## config.mk

```make
export PLATFORM = sky130hd
export DESIGN_NAME = byte_gpio
export DESIGN_NICKNAME = d
export VERILOG_FILES = /design/src/rtl/byte_gpio_pkg.sv /design/src/rtl/byte_gpio_sync.sv /design/src/rtl/byte_gpio_irq_cell.sv /design/src/rtl/byte_gpio.sv
export SDC_FILE = /design/constraint.sdc
export NUM_CORES = 1
export LEC_CHECK = 0
export BUFFER_PORTS_ARGS = -buffer_cell sky130_fd_sc_hd__buf_4
export CORE_ASPECT_RATIO = 2
export CORE_UTILIZATION = 58
export CTS_CLUSTER_DIAMETER = 150
export DETAILED_ROUTE_END_ITERATION = 16
export MAX_ROUTING_LAYER = met4
export PLACE_DENSITY = 0.8
export SLEW_MARGIN = 20
export SYNTH_ARGS = -nofsm -noshare
export SYNTH_HDL_FRONTEND = slang
export SYNTH_HIERARCHICAL = 1
export SYNTH_SLANG_ARGS = --single-unit
```

## constraint.sdc

```tcl
create_clock -name clk -period 3.1 [get_ports clk]
set_clock_uncertainty 0.15 [all_clocks]
set_input_delay 0.465 -clock clk [delete_from_list [all_inputs] [get_ports clk]]
set_output_delay 0.465 -clock clk [all_outputs]
set_load 0.01 [all_outputs]
```

## src/rtl/byte_gpio_pkg.sv

```systemverilog
`timescale 1ns/1ps
package byte_gpio_pkg;
  localparam int ADDR_W = 12;
  localparam int DATA_W = 8;
  // bank selector = address bits 11:8
  localparam logic [3:0] BK_DIR  = 4'h8;
  localparam logic [3:0] BK_OUT  = 4'h9;
  localparam logic [3:0] BK_IN   = 4'hA;
  localparam logic [3:0] BK_EN   = 4'hB;
  localparam logic [3:0] BK_POL  = 4'hC;
  localparam logic [3:0] BK_EDGE = 4'hD;
  localparam logic [3:0] BK_CLR  = 4'hE;
  localparam logic [3:0] BK_HI   = 4'hF; // status low half, dual-edge upper half
endpackage

```

## src/rtl/byte_gpio_sync.sv

```systemverilog
`timescale 1ns/1ps
module byte_gpio_sync #(
  parameter int W = 8
) (
  input  logic         clk,
  input  logic         rst,
  input  logic [W-1:0] raw_i,
  output logic [W-1:0] lvl_o,
  output logic [W-1:0] prev_o
);
  logic [W-1:0] meta_q;

  always_ff @(posedge clk) begin
    if (rst) begin
      meta_q <= '0;
      lvl_o  <= '0;
      prev_o <= '0;
    end else begin
      meta_q <= raw_i;
      lvl_o  <= meta_q;
      prev_o <= lvl_o;
    end
  end

  // the synchronised level is the raw input two cycles late
  sync_delay_chk: assert property (@(posedge clk) disable iff (rst)
    $past(!rst) |-> (lvl_o == $past(raw_i, 2)));
endmodule

```

## src/rtl/byte_gpio_irq_cell.sv

```systemverilog
`timescale 1ns/1ps
module byte_gpio_irq_cell (
  input  logic clk,
  input  logic rst,
  input  logic lvl_i,
  input  logic prev_i,
  input  logic pol_i,
  input  logic edge_i,
  input  logic dual_i,
  input  logic clr_i,
  output logic status_o
);
  logic rise, fall, edge_hit, status_d;

  always_comb begin
    rise = lvl_i & ~prev_i;
    fall = ~lvl_i & prev_i;
    if (dual_i)     edge_hit = rise | fall;
    else if (pol_i) edge_hit = rise;
    else            edge_hit = fall;
    if (edge_i) status_d = edge_hit | (status_o & ~clr_i);
    else        status_d = (lvl_i == pol_i);
  end

  always_ff @(posedge clk) begin
    if (rst) status_o <= 1'b0;
    else     status_o <= status_d;
  end


  sticky_status_chk: assert property (@(posedge clk) disable iff (rst)
    (edge_i && status_o && !clr_i) |=> status_o);

  level_follow_chk: assert property (@(posedge clk) disable iff (rst)
    (!edge_i && (lvl_i == pol_i)) |=> status_o);

  set_beats_clear_chk: assert property (@(posedge clk) disable iff (rst)
    (edge_i && dual_i && (lvl_i != prev_i) && clr_i) |=> status_o);
endmodule

```

## src/rtl/byte_gpio.sv

```systemverilog
`timescale 1ns/1ps
module byte_gpio
  import byte_gpio_pkg::*;
#(
  parameter int NPIN = 8
) (
  input  logic              clk,
  input  logic              rst,
  input  logic [11:0]       bus_addr,
  input  logic              bus_wr,
  input  logic [7:0]        bus_wdata,
  output logic [7:0]        bus_rdata,
  input  logic [NPIN-1:0]   pin_in,
  output logic [NPIN-1:0]   pin_out,
  output logic [NPIN-1:0]   pin_oe,
  output logic              irq_out
);
  localparam int IDX_W = (NPIN > 1) ? $clog2(NPIN) : 1;

  logic [3:0]       bank;
  logic [7:0]       lane;
  logic             lane_ok;
  logic [IDX_W-1:0] lane_idx;
  logic             hi_upper;
  logic             rd_map;
  logic             rd_bit;
  logic [NPIN-1:0]  en_q, pol_q, edge_q, dual_q;
  logic [NPIN-1:0]  lvl, prev, status, clr_vec;
  logic             unused_wdata;

  assign unused_wdata = ^bus_wdata[7:1];

  // address decode
  always_comb begin
    bank     = bus_addr[11:8];
    hi_upper = (bank == BK_HI) && bus_addr[7];
    lane     = hi_upper ? {1'b0, bus_addr[6:0]} : bus_addr[7:0];
    lane_ok  = (int'(lane) < NPIN);
    lane_idx = lane[IDX_W-1:0];
    rd_map   = lane_ok && bank[3];
  end

  // per-pin configuration bytes
  always_ff @(posedge clk) begin
    if (rst) begin
      pin_oe  <= '0;
      pin_out <= '0;
      en_q    <= '0;
      pol_q   <= '0;
      edge_q  <= '0;
      dual_q  <= '0;
    end else if (bus_wr && lane_ok) begin
      unique case (bank)
        BK_DIR:  pin_oe[lane_idx]  <= ~bus_wdata[0];
        BK_OUT:  pin_out[lane_idx] <= bus_wdata[0];
        BK_EN:   en_q[lane_idx]    <= bus_wdata[0];
        BK_POL:  pol_q[lane_idx]   <= bus_wdata[0];
        BK_EDGE: edge_q[lane_idx]  <= bus_wdata[0];
        BK_HI:   if (hi_upper) dual_q[lane_idx] <= bus_wdata[0];
        default: ;
      endcase
    end
  end

  // clear pulses
  always_comb begin
    for (int k = 0; k < NPIN; k++) begin
      clr_vec[k] = bus_wr && lane_ok && (bank == BK_CLR) && bus_wdata[0]
                   && (lane_idx == IDX_W'(k));
    end
  end

  byte_gpio_sync #(.W(NPIN)) sync_i (
    .clk    (clk),
    .rst    (rst),
    .raw_i  (pin_in),
    .lvl_o  (lvl),
    .prev_o (prev)
  );

  for (genvar k = 0; k < NPIN; k++) begin : g_cell
    byte_gpio_irq_cell cell_i (
      .clk      (clk),
      .rst      (rst),
      .lvl_i    (lvl[k]),
      .prev_i   (prev[k]),
      .pol_i    (pol_q[k]),
      .edge_i   (edge_q[k]),
      .dual_i   (dual_q[k]),
      .clr_i    (clr_vec[k]),
      .status_o (status[k])
    );
  end

  // read mux
  always_comb begin
    rd_bit = 1'b0;
    if (lane_ok) begin
      unique case (bank)
        BK_DIR:  rd_bit = ~pin_oe[lane_idx];
        BK_OUT:  rd_bit = pin_out[lane_idx];
        BK_IN:   rd_bit = lvl[lane_idx];
        BK_EN:   rd_bit = en_q[lane_idx];
        BK_POL:  rd_bit = pol_q[lane_idx];
        BK_EDGE: rd_bit = edge_q[lane_idx];
        BK_HI:   rd_bit = hi_upper ? dual_q[lane_idx] : status[lane_idx];
        default: rd_bit = 1'b0;
      endcase
    end
  end

  always_ff @(posedge clk) begin
    if (rst) begin
      bus_rdata <= '0;
      irq_out   <= 1'b0;
    end else begin
      bus_rdata <= {7'b0, rd_bit};
      irq_out   <= |(status & en_q);
    end
  end


  dir_to_oe_chk: assert property (@(posedge clk) disable iff (rst)
    (bus_wr && lane_ok && (bank == BK_DIR) && !bus_wdata[0]) |=> pin_oe[$past(lane_idx)]);

  unmapped_zero_chk: assert property (@(posedge clk) disable iff (rst)
    !rd_map |=> (bus_rdata == 8'h00));

  masked_quiet_chk: assert property (@(posedge clk) disable iff (rst)
    (en_q == '0) |=> !irq_out);

  upper_bits_zero_chk: assert property (@(posedge clk) disable iff (rst)
    bus_rdata[7:1] == 7'b0);
endmodule

```

==> qor_table.md, run 1 <==
| Stage | Parameter | Value |
|---|---|---|
| place | Pre-CTS setup slack | 0.345 ns |
| final layout | Final nets | 586 |
| status | Outcome | finished, final reports clean |
| setup path | Worst reg2reg setup slack | 1.09 ns |
| routing | DR WL/cell | 17.6 um |
| setup path | Worst path bufs/invs | 1 |
| setup path | Reg2reg start | pol_q[7] |
| sta | Number of max-slew violations in the final report | 0 |
| cts | Sinks on the clock net | 82 |
| routing | Initial drt markers | 502 |
| logic synthesis | Mean post-synth cell area | 8.65 um2 |
| cts | TritonCTS clock tree | done |
| setup path | Critical path capture point type | flip-flop |
| place | Number of port buffers | 41 |
| final layout | Area delta synth->final | 14.5% |
| logic synthesis | Top cell type by total area after synthesis | sky130_fd_sc_hd__dfxtp_1 |
| worst hold path | Min-delay src | pin_in[4] |
| floorplanning | Effective utilization at floorplan | 0.607 |
| logic synthesis | Distinct cell type count of the synthesized netlist | 50 |
| sta | Peak Freq | 398 MHz |
| setup path | CP delay by family, top | simple AND/OR/NAND/NOR gates |
| place | HPWL after detailed placement | 7720 um |
| routing | Vias after detailed routing | 3,860 |
| sta | Max-slew headroom at the worst pin | 0.432 |
| routing | Number of remaining DRC errors | 0 |
| logic synthesis | Most repeated cell in the gate-level netlist after synthesis | sky130_fd_sc_hd__dfxtp_1 |
| global routing | Maximum number of pins on one net before global-route repair | 75 |
| global routing | Initial antenna violation count | 0 |
| cts | CTS H-tree depth | 3 |
| global routing | Global-route track usage on met2 | 0.486 |
| global routing | Met1 capacity usage during global routing | 0.307 |
| logic synthesis | Warning count from the yosys run | 6 |
| setup path | Worst setup startpoint | bus_addr[6] |
| floorplanning | Overall die area | 0.00804 mm2 |
| cts | Clock Tree Root | sky130_fd_sc_hd__clkbuf_16 |
| logic synthesis | FF+latch count, synth | 82 |
| setup path | Class of the most critical setup path | primary input to flip-flop |
| final layout | Antenna diode count | 0 |
| cts | Total of cells resized after clock tree synthesis | 0 |
| power and ir drop | Worst IR drop on VDD | 0.435 mV |
| sta | Final worst-path setup slack | 0.588 ns |
| logic synthesis | Sequential cell area fraction in the yosys report | 0.369 |
| logic synthesis | Top cells by count, synth | 82 x sky130_fd_sc_hd__dfxtp_1, 67 x sky130_fd_sc_hd__nor2_1, 39 x sky130_fd_sc_hd__mux2i_1, 36 x sky130_fd_sc_hd__nand2_1 |
| place | Weighted congestion at the end of routability-driven global placement | 1.02 |
| global routing | Wire length of the first global-routing pass | 17,900 um |
| logic synthesis | Number of enable flip-flop cells after synthesis | 0 |
| setup path | Delay contributed by the slowest stage of the critical path | 0.55 ns |
| sta | Final hold violations | 0 |
| sta | Final period utilization | 0.810 |
| routing | Remaining antenna violation count after routing | 0 |
| floorplanning | Die Span Y | 126 um |
| logic synthesis | Top cells by area, synth | sky130_fd_sc_hd__dfxtp_1 37%, sky130_fd_sc_hd__mux2i_1 8.8%, sky130_fd_sc_hd__nor2_1 5.7% |
| power and ir drop | Leak | 0.00194 uW |
| place | DP Cell Count | 620 |
| floorplanning | Area inside the core boundary | 0.00732 mm2 |
| setup path | Required time of the worst setup path | 3.14 ns |
| sta | Time the worst path needs with I/O delays and setup | 2.51 ns |
| cts | Clock-pin slew of the registers on the worst-case setup and hold paths | 0.06 ns |
| cts | Number of buffers on the longest clock path | 2 |
| setup path | Chain of cells forming the critical path | buf_4 -> or4_4 -> or4b_4 -> nor3_4 -> a21boi_0 -> a31oi_1 -> nor2_1 |
| sta | Sum of negative setup slack | 0 ns |
| sta | Slew at the pin with the worst max-slew slack | 0.852 ns |
| global routing | Most utilized layer in the global route result | met2 |
| logic synthesis | Area share of the leading cell type in the synthesized netlist | 0.369 |
| flow run | Number of maximum-capacitance constraint violations | 0 |
| routing | Number of search-and-repair iterations in the first detailed-routing pass | 6 |
| cts | Clock latency on the worst-skew pair | 0.34 ns |
| final layout | Ratio of cells with drive above 1 in the final layout | 0.178 |
| floorplanning | Num ports | 56 |
| logic synthesis | Post-synth ARST share | 0 |
| floorplanning | Number of cell rows | 44 |
| routing | Drt total wl | 11,200 um |
| setup path | Maximum fanout along the worst path | 8 |
| floorplanning | Die extent in x | 63.9 um |
| global routing | Global routing met3 resource utilization | 0.0716 |
| worst hold path | Class of the worst hold path | primary input to flip-flop |
| setup path | Startpoint types | primary input |
| final layout | Area occupied by multi-input gates | 0.00257 mm2 |
| global routing | Vias in the first global route | 3,713 |
| logic synthesis | Summed instance area of the synthesized netlist | 0.00445 mm2 |
| global routing | GRT overflow | 0 |
| power and ir drop | PwrDens | 495 mW/mm2 |
| setup path | Highest-delay cell along the critical path | sky130_fd_sc_hd__or4b_4 |
| cts | Postcts setup bufs | 0 |
| sta | Unrepaired setup endpoints after global routing | no |
| setup path | Data arrival time of the critical path | 2.55 ns |
| logic synthesis | Flip-flop cell with the highest count after synthesis | sky130_fd_sc_hd__dfxtp_1 |
| power and ir drop | Overall power | 2520 uW |
| final layout | Area taken by flip-flops and latches | 0.00164 mm2 |
| cts | Number of hold buffers added after cts | 0 |
| final layout | Final-layout fill cell count | 614 |
| routing | Vias per Instance | 6.07 |
| final layout | Non-filler cells, final | 636 |
| logic synthesis | Number of instances in the synthesized netlist | 514 |
| sta | Final setup violating endpoints | 0 |
| global routing | Global-route usage over all layers | 0.303 |
| cts | Number of buffers inserted during clock tree synthesis | 9 |
cells by family after synthesis:
kind of cell | count (synthesis) | share of synthesized area
AOI/OAI and AO/OA | 103 | 0.147
xor gates and xnor gates | 8 | 0.0158
adders and majority gates | 16 | 0.0450
buffers and inverters | 56 | 0.0577
DFF | 82 | 0.369
muxes | 49 | 0.121
other | 1 | 0.000844
and+or+nand+nor | 199 | 0.244
placed cells by master, fill, tap and decap left out, drive strengths merged, types with 2 or more instances in the layout:
| cell type | instances |
|---|---|
| a22o | 2 |
| a21oi | 34 |
| nor4 | 2 |
| nor2 | 67 |
| nand2 | 36 |
| bufinv | 3 |
| conb | 7 |
| nand2b | 19 |
| o2111a | 9 |
| a31oi | 2 |
| o2111ai | 4 |
| and3 | 4 |
| clkbuf | 11 |
| a22oi | 7 |
| inv | 19 |
| mux2 | 7 |
| mux4 | 3 |
| mux2i | 39 |
| a211oi | 2 |
| nand3 | 8 |
| xnor2 | 8 |
| ha | 16 |
| nand4 | 5 |
| nor2b | 26 |
| and2b | 4 |
| or3 | 10 |
| o21ai | 34 |
| buf | 45 |
| nor3 | 9 |
| dfxtp | 82 |
| clkinv | 2 |
| a221oi | 2 |
| and3b | 2 |
report_power, final:
group	switching, uW	leakage [uW]	internal (uW)	total (uW)
Sequential	17.7	0.000667	1070	1090
Clock	415	0.000176	827	1240
Combinational	111	0.00110	71.9	183
Total	544	0.00194	1970	2520
state kept, by name, summed over array words and instances (netlist names):
register	count
sync_i/prev_o	8
pin_out	8
irq_out	1
edge_q	8
pol_q	8
sync_i/meta_q	8
pin_oe	8
sync_i/lvl_o	8
g_cell.cell_i/status_o	8
dual_q	8
bus_rdata	1
en_q	8
path summary, 6_finish.rpt:
kind                      end  depth (start not counted)
max                  pol_q[7]                          7
min          sync_i/meta_q[4]                          2
max reg2reg      bus_rdata[0]                          6
min reg2reg   sync_i/lvl_o[7]                          1
metal layers:
| layer | wire [um] | part of all wire |
|---|---|---|
| met3 | 615 | 0.055 |
| met4 | 793 | 0.071 |
| met1 | 4150 | 0.37 |
| met2 | 5660 | 0.50 |
| met5 | 0 | 0 |
layout make-up:
| cell class | instances | share of cell area |
|---|---|---|
| clock inverter | 5 | 0.0197 |
| clock buffer | 11 | 0.0497 |
| inverter | 19 | 0.0140 |
| timing repair buffer | 45 | 0.0664 |
| tap | 92 | 0.0226 |
| sequential | 82 | 0.323 |
| multi-input combinational | 382 | 0.505 |
stage by stage:
stage,utilization,instance area [um2],hold WS [ns]
6_report,0.695,5090,0.184
5_1_grt,0.695,5090,0.175
4_1_cts,0.695,5090,0.177
3_3_place_gp,0.647,4740,0.267
3_5_place_dp,0.647,4740,0.268
2_1_floorplan,-,4470,0.261
Note: power is estimated with default switching activity, not from simulation.
==> inputs of run 2 (changes only) <==
Settings changed: CORE_UTILIZATION 58 to 53, PLACE_DENSITY 0.8 to 0.77.
Clock period 3.1 ns to 2.15 ns, I/O delays scaled along.
==> run 2 against run 1 <==
  * Final cell count is 5.8% higher
  * Die area up 9.2%
  * Utilization shrank 2.8 points
  * Register-to-register slack worse by 0.91 ns
==> qor_table.md, run 2 (synthesized netlist as in run 1, its figures left out) <==
| Stage | Parameter | Value | Change |
|---|---|---|---|
| status | Outcome | finished, final reports clean | unchanged |
| final layout | Commonest non-fill, non-tap cells in the layout | 82 x sky130_fd_sc_hd__dfxtp_1, 73 x sky130_fd_sc_hd__buf_4, 67 x sky130_fd_sc_hd__nor2_1 | was 82 x sky130_fd_sc_hd__dfxtp_1, 67 x sky130_fd_sc_hd__nor2_1, 45 x sky130_fd_sc_hd__buf_4 |
| setup path | Critical path capture point type | flip-flop | unchanged |
| setup path | Highest-delay cell along the critical path | sky130_fd_sc_hd__or4_4 | was sky130_fd_sc_hd__or4b_4 |
| cts | Postcts setup bufs | 0 | unchanged |
| setup path | CP delay by family, top | simple AND/OR/NAND/NOR gates | unchanged |
| routing | Vias per Instance | 5.83 | was 6.07 |
| sta | Number of max-slew violations in the final report | 0 | unchanged |
| global routing | Wire length of the first global-routing pass | 19,200 um | was 17,900 um |
| sta | Unrepaired setup endpoints after global routing | yes | was no |
| routing | Vias after detailed routing | 3,922 | was 3,860 |
| place | Total placed instance area | 0.00502 mm2 | was 0.00474 mm2 |
| setup path | Startpoint types | primary input | unchanged |
| routing | Detail Route met2 WL | 6480 um | was 5660 um |
| floorplanning | Area inside the core boundary | 0.00800 mm2 | was 0.00732 mm2 |
| place | Weighted congestion at the end of routability-driven global placement | 0.960 | was 1.02 |
| final layout | Most common cell after layout, fill and taps aside | sky130_fd_sc_hd__dfxtp_1 | unchanged |
| setup path | Number of cells on the critical path | 8 | was 7 |
| cts | TritonCTS clock tree | done | unchanged |
| setup path | Data arrival time of the critical path | 2.20 ns | was 2.55 ns |
| floorplanning | Die extent in x | 66.8 um | was 63.9 um |
| worst hold path | Hold-critical path depth | 2 | unchanged |
| setup path | Reg2reg start | dual_q[6] | was pol_q[7] |
| setup path | R2r endpoint | bus_rdata[0] | unchanged |
| cts | Sinks on the clock net | 82 | unchanged |
| power and ir drop | Leak | 0.00208 uW | was 0.00194 uW |
| flow run | Number of maximum-capacitance constraint violations | 0 | unchanged |
| routing | DR WL/cell | 18.7 um | was 17.6 um |
| routing | Routed metal-1 wire length | 4810 um | was 4150 um |
| routing | Number of remaining DRC errors | 0 | unchanged |
| floorplanning | Overall die area | 0.00878 mm2 | was 0.00804 mm2 |
| global routing | Initial antenna violation count | 0 | unchanged |
| setup path | Worst reg2reg setup slack | 0.18 ns | was 1.09 ns |
| sta | Final hold violations | 0 | unchanged |
| setup path | Cell mode on critical path | sky130_fd_sc_hd__buf_6 |  |
| sta | Time the worst path needs with I/O delays and setup | 2.13 ns |  |
| global routing | Vias in the first global route | 3,752 | was 3,713 |
| cts | Clock Tree Root | sky130_fd_sc_hd__clkbuf_16 | unchanged |
| setup path | Chain of cells forming the critical path | buf_6 -> or4_4 -> or4b_4 -> nor3_4 -> buf_6 -> nand3_2 -> mux2i_1 -> nor2_1 | was buf_4 -> or4_4 -> or4b_4 -> nor3_4 -> a21boi_0 -> a31oi_1 -> nor2_1 |
| setup path | Maximum fanout along the worst path | 5 | was 8 |
| floorplanning | Die Span Y | 132 um | was 126 um |
| routing | Drt total wl | 12,600 um | was 11,200 um |
| setup path | Class of the most critical setup path | primary input to flip-flop | unchanged |
| final layout | Final nets | 620 | was 586 |
| power and ir drop | PwrDens | 632 mW/mm2 | was 495 mW/mm2 |
| worst hold path | Min-delay src | pin_in[7] | was pin_in[4] |
| worst hold path | Worst Hold Path EP | sync_i/meta_q[7] | was sync_i/meta_q[4] |
| setup path | Required time of the worst setup path | 2.22 ns | was 3.14 ns |
| setup path | Worst path bufs/invs | 2 | was 1 |
| sta | Final setup violating endpoints | 0 | unchanged |
| floorplanning | Number of cell rows | 46 | was 44 |
| cts | Number of buffers inserted during clock tree synthesis | 9 | unchanged |
| sta | Peak Freq | 470 MHz |  |
| routing | Number of search-and-repair iterations in the first detailed-routing pass | 4 | was 6 |
| setup path | Delay contributed by the slowest stage of the critical path | 0.55 ns | about the same |
| global routing | GRT overflow | 0 | unchanged |
| place | Number of port buffers | 41 | unchanged |
| cts | Clock-pin slew of the registers on the worst-case setup and hold paths | 0.06 ns | about the same |
| sta | Final period utilization | 0.990 |  |
| final layout | Antenna diode count | 0 | unchanged |
| cts | Clock latency on the worst-skew pair | 0.34 ns | about the same |
| power and ir drop | Worst IR drop on VDD | 0.615 mV | was 0.435 mV |
| floorplanning | Num ports | 56 | unchanged |
| worst hold path | Class of the worst hold path | primary input to flip-flop | unchanged |
| floorplanning | Effective utilization at floorplan | 0.556 | was 0.607 |
| final layout | Ratio of cells with drive above 1 in the final layout | 0.225 | was 0.178 |
| power and ir drop | Overall power | 3370 uW | was 2520 uW |
| routing | Met3 routed WL | 499 um | was 615 um |
| routing | Initial drt markers | 325 | was 502 |
| place | HPWL after detailed placement | 9260 um | was 7720 um |
| routing | Top routing layer used | met4 | unchanged |
| cts | CTS H-tree depth | 3 | unchanged |
| setup path | Depth of the worst register-to-register path | 6 | unchanged |
| final layout | Post-route design area | 0.00534 mm2 | was 0.00509 mm2 |
| global routing | Maximum number of pins on one net before global-route repair | 58 | was 75 |
| global routing | Global-route usage over all layers | 0.305 | was 0.303 |
| cts | Number of buffers on the longest clock path | 2 | unchanged |
| routing | Remaining antenna violation count after routing | 0 | unchanged |
| final layout | Area delta synth->final | 20.0% | was 14.5% |
[run 2: cell count changes in the layout (fill, tap and decap cells not counted), sizes merged]
cell	previous run	this run
clkinv	2	1
buf	45	79
clkbuf	11	13
bufinv	3	1
[run 2: what timing repair did]
action,4_1_cts,5_1_grt
gates resized for setup,0,8
hold buffers,0,0
endpoints found under the setup margin,0,12
[run 2: cell type report]
type / count / area [um2]
Clock buffer: 13 / 240
Sequential cell: 82 / 1640
Multi-Input combinational cell: 382 / 2590
Inverter: 19 / 71.3
Tap cell: 96 / 120
Clock inverter: 2 / 38.8
Timing Repair Buffer: 79 / 633
Fill cell: 695 / 2660
[run 2: layer usage]
metal,GRT usage,up-vias
met3,0.0495,44
li1,-,1889
met2,0.495,128
met4,0.196,0
met1,0.332,1861
met5,-,-
[run 2: report_power, final]
part           switching [uW]  leakage [uW]  internal [uW]
combinational             182       0.00128            134
sequential               26.2      0.000667           1550
clock                     588      0.000134            897
total                     795       0.00208           2580
[run 2: worst max-delay path by stage]
| stage | start | to | slack [ns] |
|---|---|---|---|
| 6_report | bus_addr[3] | pol_q[3] | 0.02 |
| 5_1_grt | bus_addr[3] | pol_q[3] | -0.04 |
| 3_3_place_gp | bus_addr[6] | g_cell[7].cell_i/status_o | -0.28 |
| 4_1_cts | bus_addr[6] | g_cell[7].cell_i/status_o | 0.03 |
| 2_1_floorplan | bus_addr[6] | pol_q[2] | -0.06 |
| 3_5_place_dp | bus_addr[6] | g_cell[7].cell_i/status_o | -0.33 |
[run 2: metrics by stage]
step / utilization / TNS (ns) / instances / setup WS (ns) / hold WS [ns]
floorplan: - / -0.387 / 520 / -0.0591 / 0.242
global placement: 0.628 / -5.22 / 658 / -0.284 / 0.268
detailed placement: 0.628 / -6.08 / 658 / -0.326 / 0.274
CTS: 0.662 / 0 / 673 / 0.0293 / 0.0352
global route: 0.667 / -0.0626 / 673 / -0.0365 / 0.0440
finish: 0.667 / 0 / 673 / 0.0223 / 0.0481
==> inputs of run 3 (changes only) <==
--- a/config.mk
+++ b/config.mk
@@ -7,9 +7,10 @@
 export LEC_CHECK = 0
-export BUFFER_PORTS_ARGS = -buffer_cell sky130_fd_sc_hd__buf_4
 export CORE_ASPECT_RATIO = 2
-export CORE_UTILIZATION = 53
+export CORE_UTILIZATION = 57
 export CTS_CLUSTER_DIAMETER = 150
 export DETAILED_ROUTE_END_ITERATION = 16
+export DONT_BUFFER_PORTS = 1
 export MAX_ROUTING_LAYER = met4
-export PLACE_DENSITY = 0.77
+export PLACE_DENSITY = 0.75
+export REMOVE_ABC_BUFFERS = 1
 export SLEW_MARGIN = 20
--- a/constraint.sdc
+++ b/constraint.sdc
@@ -4,2 +4,2 @@
 set_output_delay 0.3225 -clock clk [all_outputs]
-set_load 0.01 [all_outputs]
+set_load 0.005 [all_outputs]
==> run 3 against run 2 <==
  * Via count shrank 3.4%
  * Hold slack lost 0.045 ns
  * Critical path depth shrank 1
  * Register-to-register slack gained 0.04 ns
  * Combinational power shrank 34%
  * Critical path type unchanged
  * Maximum frequency grew 5.2%
  * Final area shrank 6.6%
  * Critical endpoint unchanged
==> qor_table.md, run 3 (synthesized netlist as in run 1, its figures left out) <==
| Stage | Parameter | Value | Change |
|---|---|---|---|
| flow run | Number of maximum-capacitance constraint violations | 0 | unchanged |
| setup path | Class of the most critical setup path | primary input to flip-flop | unchanged |
| floorplanning | Overall die area | 0.00818 mm2 | was 0.00878 mm2 |
| cts | TritonCTS clock tree | done | unchanged |
| sta | Peak Freq | 494 MHz | was 470 MHz |
| routing | Vias per Instance | 6.08 | was 5.83 |
| setup path | Startpoint types | primary input | unchanged |
| setup path | Critical path capture point type | flip-flop | unchanged |
| power and ir drop | Overall power | 3200 uW | was 3370 uW |
| final layout | Area delta synth->final | 12.1% | was 20.0% |
| final layout | Ratio of cells with drive above 1 in the final layout | 0.121 | was 0.225 |
| routing | Drt total wl | 11,400 um | was 12,600 um |
| cts | Clock latency on the worst-skew pair | 0.34 ns | about the same |
| routing | Number of remaining DRC errors | 0 | unchanged |
| place | Weighted congestion at the end of routability-driven global placement | 1.00 | was 0.960 |
| cts | Clock Tree Root | sky130_fd_sc_hd__clkbuf_16 | unchanged |
| routing | Initial drt markers | 302 | was 325 |
| global routing | Vias in the first global route | 3,752 | unchanged |
| final layout | Core occupancy in the finished layout | 0.661 | was 0.667 |
| global routing | Maximum number of pins on one net before global-route repair | 68 | was 58 |
| cts | Number of buffers inserted during clock tree synthesis | 9 | unchanged |
| power and ir drop | Leak | 0.00184 uW | was 0.00208 uW |
| cts | Clock-pin slew of the registers on the worst-case setup and hold paths | 0.06 ns | about the same |
| floorplanning | Die extent in x | 64.4 um | was 66.8 um |
| floorplanning | Num ports | 56 | unchanged |
| global routing | Global-route usage over all layers | 0.305 | about the same |
| setup path | Data arrival time of the critical path | 2.09 ns | was 2.20 ns |
| sta | Unrepaired setup endpoints after global routing | no | was yes |
| routing | Remaining antenna violation count after routing | 0 | unchanged |
| place | Total placed instance area | 0.00450 mm2 | was 0.00502 mm2 |
| power and ir drop | Worst IR drop on VDD | 0.644 mV | was 0.615 mV |
| sta | Final hold violations | 0 | unchanged |
| sta | Final setup violating endpoints | 0 | unchanged |
| global routing | Wire length of the first global-routing pass | 18,400 um | was 19,200 um |
| worst hold path | Class of the worst hold path | primary input to flip-flop | unchanged |
| floorplanning | Area inside the core boundary | 0.00754 mm2 | was 0.00800 mm2 |
| global routing | GRT overflow | 0 | unchanged |
| place | Number of port buffers | 0 | was 41 |
| routing | Number of search-and-repair iterations in the first detailed-routing pass | 5 | was 4 |
| setup path | Maximum fanout along the worst path | 8 | was 5 |
| floorplanning | Effective utilization at floorplan | 0.589 | was 0.556 |
| floorplanning | Die Span Y | 127 um | was 132 um |
| final layout | Final nets | 572 | was 620 |
| sta | Time the worst path needs with I/O delays and setup | 2.02 ns | was 2.13 ns |
| place | HPWL after detailed placement | 7520 um | was 9260 um |
| sta | Slew at the pin with the worst max-slew slack | 0.601 ns |  |
| final layout | Commonest non-fill, non-tap cells in the layout | 82 x sky130_fd_sc_hd__dfxtp_1, 67 x sky130_fd_sc_hd__nor2_1, 39 x sky130_fd_sc_hd__mux2i_1 | was 82 x sky130_fd_sc_hd__dfxtp_1, 73 x sky130_fd_sc_hd__buf_4, 67 x sky130_fd_sc_hd__nor2_1 |
| setup path | Required time of the worst setup path | 2.22 ns | about the same |
| sta | Max-slew headroom at the worst pin | 0.599 |  |
| cts | CTS H-tree depth | 3 | unchanged |
| sta | Final period utilization | 0.941 | was 0.990 |
| sta | Number of max-slew violations in the final report | 0 | unchanged |
| final layout | Antenna diode count | 0 | unchanged |
| cts | Number of buffers on the longest clock path | 2 | unchanged |
| final layout | Most common cell after layout, fill and taps aside | sky130_fd_sc_hd__dfxtp_1 | unchanged |
| power and ir drop | PwrDens | 641 mW/mm2 | was 632 mW/mm2 |
| cts | Sinks on the clock net | 82 | unchanged |
| routing | Vias after detailed routing | 3,788 | was 3,922 |
| final layout | Post-route design area | 0.00498 mm2 | was 0.00534 mm2 |
| floorplanning | Number of cell rows | 45 | was 46 |
| cts | Postcts setup bufs | 0 | unchanged |
| global routing | Initial antenna violation count | 0 | unchanged |
| status | Outcome | finished, final reports clean | unchanged |
| routing | DR WL/cell | 18.3 um | was 18.7 um |
==> run 3: changes by cell type in the layout (fill, tap and decap cells not counted), moves of 2 or more <==
cell / delta
sky130_fd_sc_hd__nand3_2: -3
sky130_fd_sc_hd__buf_4: -62
sky130_fd_sc_hd__clkbuf_1: -2
sky130_fd_sc_hd__dlygate4sd3_1: +17
sky130_fd_sc_hd__nand3_1: +3
sky130_fd_sc_hd__buf_6: -4
sky130_fd_sc_hd__clkbuf_8: +2
==> run 3: report_power, final <==
| group | total [uW] | switching [uW] | internal [uW] |
|---|---|---|---|
| clock | 1420 | 579 | 837 |
| sequential | 1570 | 23.8 | 1550 |
| combinational | 210 | 110 | 100 |
==> run 3: final cells by class <==
cell class / count / area [um2]
Inverter: 19 / 71.3
Clock inverter: 2 / 12.5
Sequential cell: 82 / 1640
Tap cell: 94 / 118
Multi-Input combinational cell: 382 / 2580
Timing Repair Buffer: 31 / 305
Fill cell: 635 / 2560
Clock buffer: 13 / 260
==> run 3: through the flow <==
| stage | setup WS [ns] | TNS, ns | hold WS (ns) | instances |
|---|---|---|---|---|
| final | 0.127 | 0 | 0.00296 | 623 |
| after global placement | -0.234 | -1.83 | 0.245 | 589 |
| after CTS | 0.107 | 0 | 0.00329 | 623 |
| after floorplan | -0.0442 | -0.335 | 0.238 | 483 |
| after global routing | 0.0641 | 0 | 0.0103 | 623 |
| after detailed placement | -0.226 | -2.70 | 0.249 | 589 |
==> run 3: worst paths after layout <==
path	startpoint	end	slack [ns]	depth (start not counted)
max	bus_addr[6]	pol_q[3]	0.13	7
min	bus_wdata[0]	edge_q[5]	0.003	2
max reg2reg	edge_q[7]	bus_rdata[0]	0.22	6
min reg2reg	sync_i/meta_q[4]	sync_i/lvl_o[4]	0.28	1
==> run 3: routing by layer <==
layer,part of all wire,vias up,track usage
met2,0.51,142,0.505
met1,0.37,1798,0.303
li1,-,1796,-
met5,0,-,-
met4,0.068,0,0.213
met3,0.053,52,0.0836
==> run 3: what timing repair did <==
| action | 4_1_cts | 5_1_grt |
|---|---|---|
| endpoints found under the hold margin | 78 | 0 |
| hold buffers | 19 | 0 |
| setup endpoints to repair | 0 | 1 |
| gates resized for setup | 0 | 1 |
==> run 3: critical path, cell delays in order <==
cell	delay, ns
sky130_fd_sc_hd__or4_4	0.54
sky130_fd_sc_hd__or4b_4	0.57
sky130_fd_sc_hd__nor3_4	0.17
sky130_fd_sc_hd__buf_12	0.15
sky130_fd_sc_hd__nand3_1	0.10
sky130_fd_sc_hd__mux2i_1	0.18
sky130_fd_sc_hd__nor2_1	0.06
